### config.mk
export PLATFORM = sky130hd
export DESIGN_NAME = wdt_top
export DESIGN_NICKNAME = d
export VERILOG_FILES = /design/src/rtl/wdt_pkg.sv /design/src/rtl/wdt_timebase.sv /design/src/rtl/wdt_expiry.sv /design/src/rtl/wdt_regs.sv /design/src/rtl/wdt_top.sv
export SDC_FILE = /design/constraint.sdc
export NUM_CORES = 1
export LEC_CHECK = 0
export ABC_AREA = 1
export BUFFER_PORTS_ARGS = -buffer_cell sky130_fd_sc_hd__buf_2
export CORE_MARGIN = 10
export CORE_UTILIZATION = 55
export DETAILED_ROUTE_END_ITERATION = 8
export PLACE_DENSITY = 0.78
export SKIP_LAST_GASP = 1
export SLEW_MARGIN = 20
export SYNTH_ARGS = -nofsm -noshare
export SYNTH_HDL_FRONTEND = slang
export SYNTH_SLANG_ARGS = --single-unit
export TNS_END_PERCENT = 30
### constraint.sdc
create_clock -name clk -period 3.6 [get_ports clk]
set_input_delay 0.9 -clock clk [delete_from_list [all_inputs] [get_ports clk]]
set_output_delay 0.9 -clock clk [all_outputs]
set_load 0.005 [all_outputs]
### src/rtl/wdt_pkg.sv
package wdt_pkg;
  localparam int unsigned DW = 32;
  // byte offsets of the mapped words
  localparam int unsigned OFS_CSR0 = 0;
  localparam int unsigned OFS_CSR1 = 4;
  localparam int unsigned OFS_TB   = 8;
  // bit positions, control word 0
  localparam int unsigned BIT_RSTS  = 3;
  localparam int unsigned BIT_STATE = 2;
  localparam int unsigned BIT_EN1   = 1;
  // bit position, control word 1
  localparam int unsigned BIT_EN2   = 0;
endpackage

### src/rtl/wdt_timebase.sv
module wdt_timebase #(
  parameter int unsigned TB_W = 32
) (
  input  logic            clk,
  input  logic            rst_n,
  output logic [TB_W-1:0] tb_o
);
  logic [TB_W-1:0] tb_q, tb_d;

  always_comb tb_d = tb_q + TB_W'(1);

  always_ff @(posedge clk or negedge rst_n) begin
    if (!rst_n) tb_q <= '0;
    else        tb_q <= tb_d;
  end

  assign tb_o = tb_q;
endmodule

### src/rtl/wdt_expiry.sv
module wdt_expiry #(
  parameter int unsigned INTERVAL_LOG2 = 16,
  parameter int unsigned RST_CYCLES    = 8
) (
  input  logic clk,
  input  logic rst_n,
  input  logic run_i,
  input  logic kick_i,
  output logic state_o,
  output logic irq_o,
  output logic fire_o,
  output logic wdt_rst_o
);
  localparam int unsigned RCW = (RST_CYCLES > 1) ? $clog2(RST_CYCLES) : 1;
  localparam logic [INTERVAL_LOG2-1:0] CNT_LAST = '1;

  logic [INTERVAL_LOG2-1:0] cnt_q, cnt_d;
  logic                     state_q, state_d;
  logic                     irq_q, irq_d;
  logic                     rst_q, rst_d;
  logic [RCW-1:0]           rc_q, rc_d;
  logic                     ovf, fire;

  // a service write on the overflow edge takes priority
  assign ovf  = run_i && !kick_i && (cnt_q == CNT_LAST);
  assign fire = ovf && state_q;

  always_comb begin
    cnt_d   = (!run_i || kick_i) ? '0 : cnt_q + INTERVAL_LOG2'(1);
    irq_d   = ovf && !state_q;
    state_d = state_q;
    if (kick_i)   state_d = 1'b0;
    else if (ovf) state_d = !state_q;   // first sets, second clears with the reset
    rst_d = rst_q;
    rc_d  = rc_q;
    if (fire) begin
      rst_d = 1'b1;
      rc_d  = RCW'(RST_CYCLES - 1);
    end else if (rst_q) begin
      if (rc_q == '0) rst_d = 1'b0;
      else            rc_d  = rc_q - RCW'(1);
    end
  end

  always_ff @(posedge clk or negedge rst_n) begin
    if (!rst_n) begin
      cnt_q   <= '0;
      state_q <= 1'b0;
      irq_q   <= 1'b0;
      rst_q   <= 1'b0;
      rc_q    <= '0;
    end else begin
      cnt_q   <= cnt_d;
      state_q <= state_d;
      irq_q   <= irq_d;
      rst_q   <= rst_d;
      rc_q    <= rc_d;
    end
  end

  assign state_o   = state_q;
  assign irq_o     = irq_q;
  assign fire_o    = fire;
  assign wdt_rst_o = rst_q;

  // interrupt is a single-cycle pulse
  a_r3_irq_single: assert property (@(posedge clk) disable iff (!rst_n)
    irq_q |=> !irq_q);
  // no interrupt can follow a cycle in which the watchdog is not armed
  a_r2_idle_quiet: assert property (@(posedge clk) disable iff (!rst_n)
    !run_i |=> !irq_q);
  // reset request only rises after the state flag was set
  a_r5_needs_state: assert property (@(posedge clk) disable iff (!rst_n)
    $rose(rst_q) |-> $past(state_q));

  generate
    if (RST_CYCLES > 1) begin : g_hold_chk
      // reset request lasts beyond its first cycle
      a_r5_rst_hold: assert property (@(posedge clk) disable iff (!rst_n)
        $rose(rst_q) |=> rst_q);
    end
  endgenerate
endmodule

### src/rtl/wdt_regs.sv
module wdt_regs
  import wdt_pkg::*;
#(
  parameter int unsigned ADDR_W      = 4,
  parameter int unsigned TB_W        = 32,
  parameter bit          ENABLE_ONCE = 1'b0
) (
  input  logic              clk,
  input  logic              rst_n,
  input  logic              wr_i,
  input  logic              rd_i,
  input  logic [ADDR_W-1:0] addr_i,
  input  logic [DW-1:0]     wdata_i,
  output logic [DW-1:0]     rdata_o,
  input  logic [TB_W-1:0]   tb_i,
  input  logic              state_i,
  input  logic              fire_i,
  output logic              run_o,
  output logic              kick_o
);
  logic          sel0, sel1, seltb, wr0, wr1, lock;
  logic          en1_q, en1_d, en2_q, en2_d, rsts_q, rsts_d;
  logic [DW-1:0] rdata_q, rd_val;

  assign sel0  = (addr_i == ADDR_W'(OFS_CSR0));
  assign sel1  = (addr_i == ADDR_W'(OFS_CSR1));
  assign seltb = (addr_i == ADDR_W'(OFS_TB));
  assign wr0   = wr_i && sel0;
  assign wr1   = wr_i && sel1;
  assign run_o = en1_q && en2_q;
  assign lock  = ENABLE_ONCE && run_o;
  assign kick_o = wr0 && wdata_i[BIT_STATE];

  always_comb begin
    en1_d  = en1_q;
    en2_d  = en2_q;
    rsts_d = rsts_q;
    if (wr0 && !lock) en1_d = wdata_i[BIT_EN1];
    if (wr1 && !lock) en2_d = wdata_i[BIT_EN2];
    if (wr0 && wdata_i[BIT_RSTS]) rsts_d = 1'b0;
    if (fire_i) begin
      en1_d  = 1'b0;
      en2_d  = 1'b0;
      rsts_d = 1'b1;
    end
  end

  always_comb begin
    rd_val = '0;
    if (sel0) begin
      rd_val[BIT_RSTS]  = rsts_q;
      rd_val[BIT_STATE] = state_i;
      rd_val[BIT_EN1]   = en1_q;
    end else if (sel1) begin
      rd_val[BIT_EN2] = en2_q;
    end else if (seltb) begin
      rd_val = DW'(tb_i);
    end
  end

  always_ff @(posedge clk or negedge rst_n) begin
    if (!rst_n) begin
      en1_q   <= 1'b0;
      en2_q   <= 1'b0;
      rsts_q  <= 1'b0;
      rdata_q <= '0;
    end else begin
      en1_q  <= en1_d;
      en2_q  <= en2_d;
      rsts_q <= rsts_d;
      if (rd_i) rdata_q <= rd_val;
    end
  end

  assign rdata_o = rdata_q;

  // a watchdog reset always leaves the status flag set
  a_r6_status_set: assert property (@(posedge clk) disable iff (!rst_n)
    fire_i |=> rsts_q && !run_o);
  // unmapped offsets read back as zero
  a_r9_unmapped_zero: assert property (@(posedge clk) disable iff (!rst_n)
    (rd_i && !sel0 && !sel1 && !seltb) |=> (rdata_q == '0));

  generate
    if (ENABLE_ONCE) begin : g_once_chk
      // once running, only a watchdog reset can stop it
      a_r8_sticky: assert property (@(posedge clk) disable iff (!rst_n)
        (run_o && !fire_i) |=> run_o);
    end
  endgenerate
endmodule

### src/rtl/wdt_top.sv
module wdt_top
  import wdt_pkg::*;
#(
  parameter int unsigned ADDR_W        = 4,
  parameter int unsigned TB_W          = 32,
  parameter int unsigned INTERVAL_LOG2 = 16,
  parameter int unsigned RST_CYCLES    = 8,
  parameter int unsigned SYNC_STAGES   = 2,
  parameter bit          ENABLE_ONCE   = 1'b0
) (
  input  logic              clk,
  input  logic              rst_n,
  input  logic              bus_wr,
  input  logic              bus_rd,
  input  logic [ADDR_W-1:0] bus_addr,
  input  logic [31:0]       bus_wdata,
  output logic [31:0]       bus_rdata,
  output logic              irq_o,
  output logic              wdt_rst_o
);
  logic [SYNC_STAGES-1:0] sync_q;
  logic                   srst_n;
  logic [TB_W-1:0]        tb;
  logic                   run, kick, state, fire;

  // reset asserts at once, releases after SYNC_STAGES edges
  always_ff @(posedge clk or negedge rst_n) begin
    if (!rst_n) sync_q <= '0;
    else        sync_q <= {sync_q[SYNC_STAGES-2:0], 1'b1};
  end
  assign srst_n = sync_q[SYNC_STAGES-1];

  wdt_timebase #(.TB_W(TB_W)) u_tb (
    .clk  (clk),
    .rst_n(srst_n),
    .tb_o (tb)
  );

  wdt_regs #(
    .ADDR_W     (ADDR_W),
    .TB_W       (TB_W),
    .ENABLE_ONCE(ENABLE_ONCE)
  ) u_regs (
    .clk    (clk),
    .rst_n  (srst_n),
    .wr_i   (bus_wr),
    .rd_i   (bus_rd),
    .addr_i (bus_addr),
    .wdata_i(bus_wdata),
    .rdata_o(bus_rdata),
    .tb_i   (tb),
    .state_i(state),
    .fire_i (fire),
    .run_o  (run),
    .kick_o (kick)
  );

  wdt_expiry #(
    .INTERVAL_LOG2(INTERVAL_LOG2),
    .RST_CYCLES   (RST_CYCLES)
  ) u_exp (
    .clk      (clk),
    .rst_n    (srst_n),
    .run_i    (run),
    .kick_i   (kick),
    .state_o  (state),
    .irq_o    (irq_o),
    .fire_o   (fire),
    .wdt_rst_o(wdt_rst_o)
  );
endmodule

==> impl_metrics.toml <==
[place]
gp_congestion = 0.908
placed_area_um2 = 4700
numPortBuffers = 45
hpwlAfterDp_um = 7100
dp_worst_setup_slack_ns = 1.08

[worst_hold_path]
hold_path.class = "flop to async pin"

[sta]
setup_violations = 0
rsz0062_at_grt = "false"
clock_skew_ns = 0.0109
tns_ns = 0
hold_slack_ns = 0.260
worst_pin_slew_ns = 1.01
relSlewSlack_pct = 32.4
fmax_ghz = 0.469
final_max_slew_viol_count = 0
post-route-min-period_ns = 2.13
worst_slack_ns = 1.47
hold_violations = 0
fin_crit_sh_pct = 59.3

[die]
start_util_pct = 56.7
coreArea_um2 = 7730
io_pins = 74
die_w_um = 109
rows = 32
fp.dieH_um = 109
fp.dieArea_um2 = 11900

[logic_synthesis]
synth_area_um2 = 4380
yosysWarnings = 0
synthFlopType = "dfrtp_1"
synthCells = 529
ys_seq_area_share_pct = 52.0
synth_edf_count = 0
synthDistinctLibCells = 30
synth_seq_cells = 91
async_flop_share_pct = 100
syn-num-nets = 573
syn_area_per_cell_um2 = 8.28

[layout]
design_area_um2 = 4950
area_growth_pct = 13.0
num-fill-cells = 627
drive_gt1_share_pct = 15.5
fin_nets = 620
antenna_cells = 0

[power]
power_density_nw_per_um2 = 382
power_frac_comb_pct = 4.1
p_leak_nw = 2.27
design_power_total_mw = 1.89
seq_power_share_pct = 55.4
p_sw_uw = 441
pwr-share-clk_pct = 40.5
power.internal_mw = 1.45
ir_worst_vdd_mv = 0.221
p_sw_share_pct = 23.3

[critical_path]
arrival_ns = 2.37
r2r_cells = 8
cp-end-kind = "flop"
critPathMaxStageDelay_ns = 0.63
cp_top_family = "simple AND/OR/NAND/NOR gates"
path_class = "input port to flop"
cp-start-kind = "input port"
worst-path-stages = 4
cp_num_buf_inv = 1
cpMaxStageDelayCell = "nand2_1"
cp_cell_sequence = "buf_2 -> nor2_2 -> nand2_1 -> o31ai_1"
crit_fanout = 31
crit_required_ns = 3.84

[drt]
drt-total-wl_um = 9550
route.vias.total = 3550
drt_iter0_drc = 164
drc = 0
firstDrtPassIters = 4
viasPerCell = 5.20
ant_nets = 0
wire_per_inst_um = 14.0

[clock_network]
h-tree-depth = 3
cts_tree = "done"
cts_max_path_buffers = 2
clock_latency_ns = 0.35
clock-root-buffer = "clkbuf_8"
cts.hold.buffers_added = 0
cts_buffers = 9
cts_resized = 0
post-cts-setup-buffer-count = 0
clk_pin_slew_worst_paths_ns = 0.09
clkSinkCount = 91

[global_route]
antenna_found_initial = 0
grt_overflow = 0
grt_util_all_layers_pct = 16.4
grt_pass1_vias = 3447
grt_max_degree = 90
grt_first_pass_wirelength_um = 15900

[status]
status = "completed"

[job]
cap_violations = 0
## worst paths after layout
kind | slack [ns] | start | end
max | 1.47 | bus_addr[1] | u_regs.rdata_o[16]$_DFFE_PN0P_
min | 0.26 | sync_q[1]$_DFF_PN0_ | u_regs.rdata_o[1]$_DFFE_PN0P_
max reg2reg | 2.01 | u_tb.tb_o[0]$_DFF_PN0_ | u_tb.tb_o[30]$_DFF_PN0_
min reg2reg | 0.26 | sync_q[1]$_DFF_PN0_ | u_regs.rdata_o[1]$_DFFE_PN0P_
max in group asynchronous | 2.72 | sync_q[1]$_DFF_PN0_ | u_exp.cnt_q[3]$_DFF_PN0_
min in group clk | 0.36 | sync_q[0]$_DFF_PN0_ | sync_q[1]$_DFF_PN0_
## layout by cell type, fill, tap and decap left out, types with 4 or more instances in the layout
cell	netlist	layout
nor2_2	9	9
nor3_1	19	19
xor2_1	20	20
buf_2	2	45
nor2_1	57	57
o21ai_0	15	15
nand2_1	175	175
o31ai_1	19	19
inv_1	47	47
nand3_1	25	25
inv_2	4	4
nand4_1	4	4
ha_1	4	4
dfrtp_1	91	90
nor2_4	4	4
clkbuf_8	0	9
## worst register-to-register path, cell delays in order (launching register included)
cell and delay [ns]:
dfrtp_1 0.46, ha_1 0.28, nand2_1 0.09, nor2_2 0.16, nand2_2 0.10, nor2_2 0.22
nand2_1 0.08, nand2_1 0.06, nand2_1 0.05
## power groups by stage
stage	Combinational [mW]	Clock (mW)	Sequential (mW)
finish	0.0772	0.766	1.05
global route	0.0883	0.822	1.05
CTS	0.0617	0.777	1.06
detailed placement	0.0616	0	1.08
global placement	0.0596	0	1.08
floorplan	0.0425	0	1.07
## metrics by stage
stage,util (%),instances
floorplan,-,529
global placement,60.8,666
detailed placement,60.8,666
CTS,63.7,682
global route,64.1,683
finish,64.1,683
## cell families after synthesis
family          Yosys count  synth area share (%)
compound gates           41                  5.88
flops                    91                  52.0
other cells               1                0.0856
buf+inv                  61                  5.28
simple gates            308                  31.0
fa+ha+maj                 4                  1.14
xor+xnor                 23                  4.60
## flip-flops by register name (all words and copies together) (netlist names)
register / flops
sync_q: 2
u_regs.en2_q: 1
u_regs.rsts_q: 1
u_regs.rdata_o: 32
u_exp.cnt_q: 16
u_exp.irq_o: 1
u_exp.state_o: 1
u_regs.en1_q: 1
u_tb.tb_o: 32
u_exp.rc_q: 3
u_exp.wdt_rst_o: 1
## synth_stat cells, drive strengths merged (4+ instances only)
library cell    n  area share, %
inv            51            4.4
nand3          29            3.9
o31ai          19            3.3
nor2           70            7.2
ha              4            1.1
clkbuf          8           0.69
nand2         178             15
xor2           20            4.0
dfrtp          91             52
nand4           5           0.86
nor3           21            2.8
o21ai          15            1.7
## layer usage
metal	vias to the layer above	global-route usage [%]	wire (um)
li1	1777	-	-
met1	1694	20.9	4350
met2	65	27.3	4720
met3	14	3.01	337
met4	0	6.13	146
met5	-	0	0
## area by class of cell
cell class                 instances  area (um^2)  share of cell area [%]
inverter                          51          191                    3.87
clock inverter                     7          101                    2.05
tap                              102          128                    2.58
multi-input combinational        377         1870                    37.8
clock buffer                       9          124                    2.50
sequential                        91         2280                    46.1
timing repair buffer              46          253                    5.11
(Power assumes the default switching activity.)
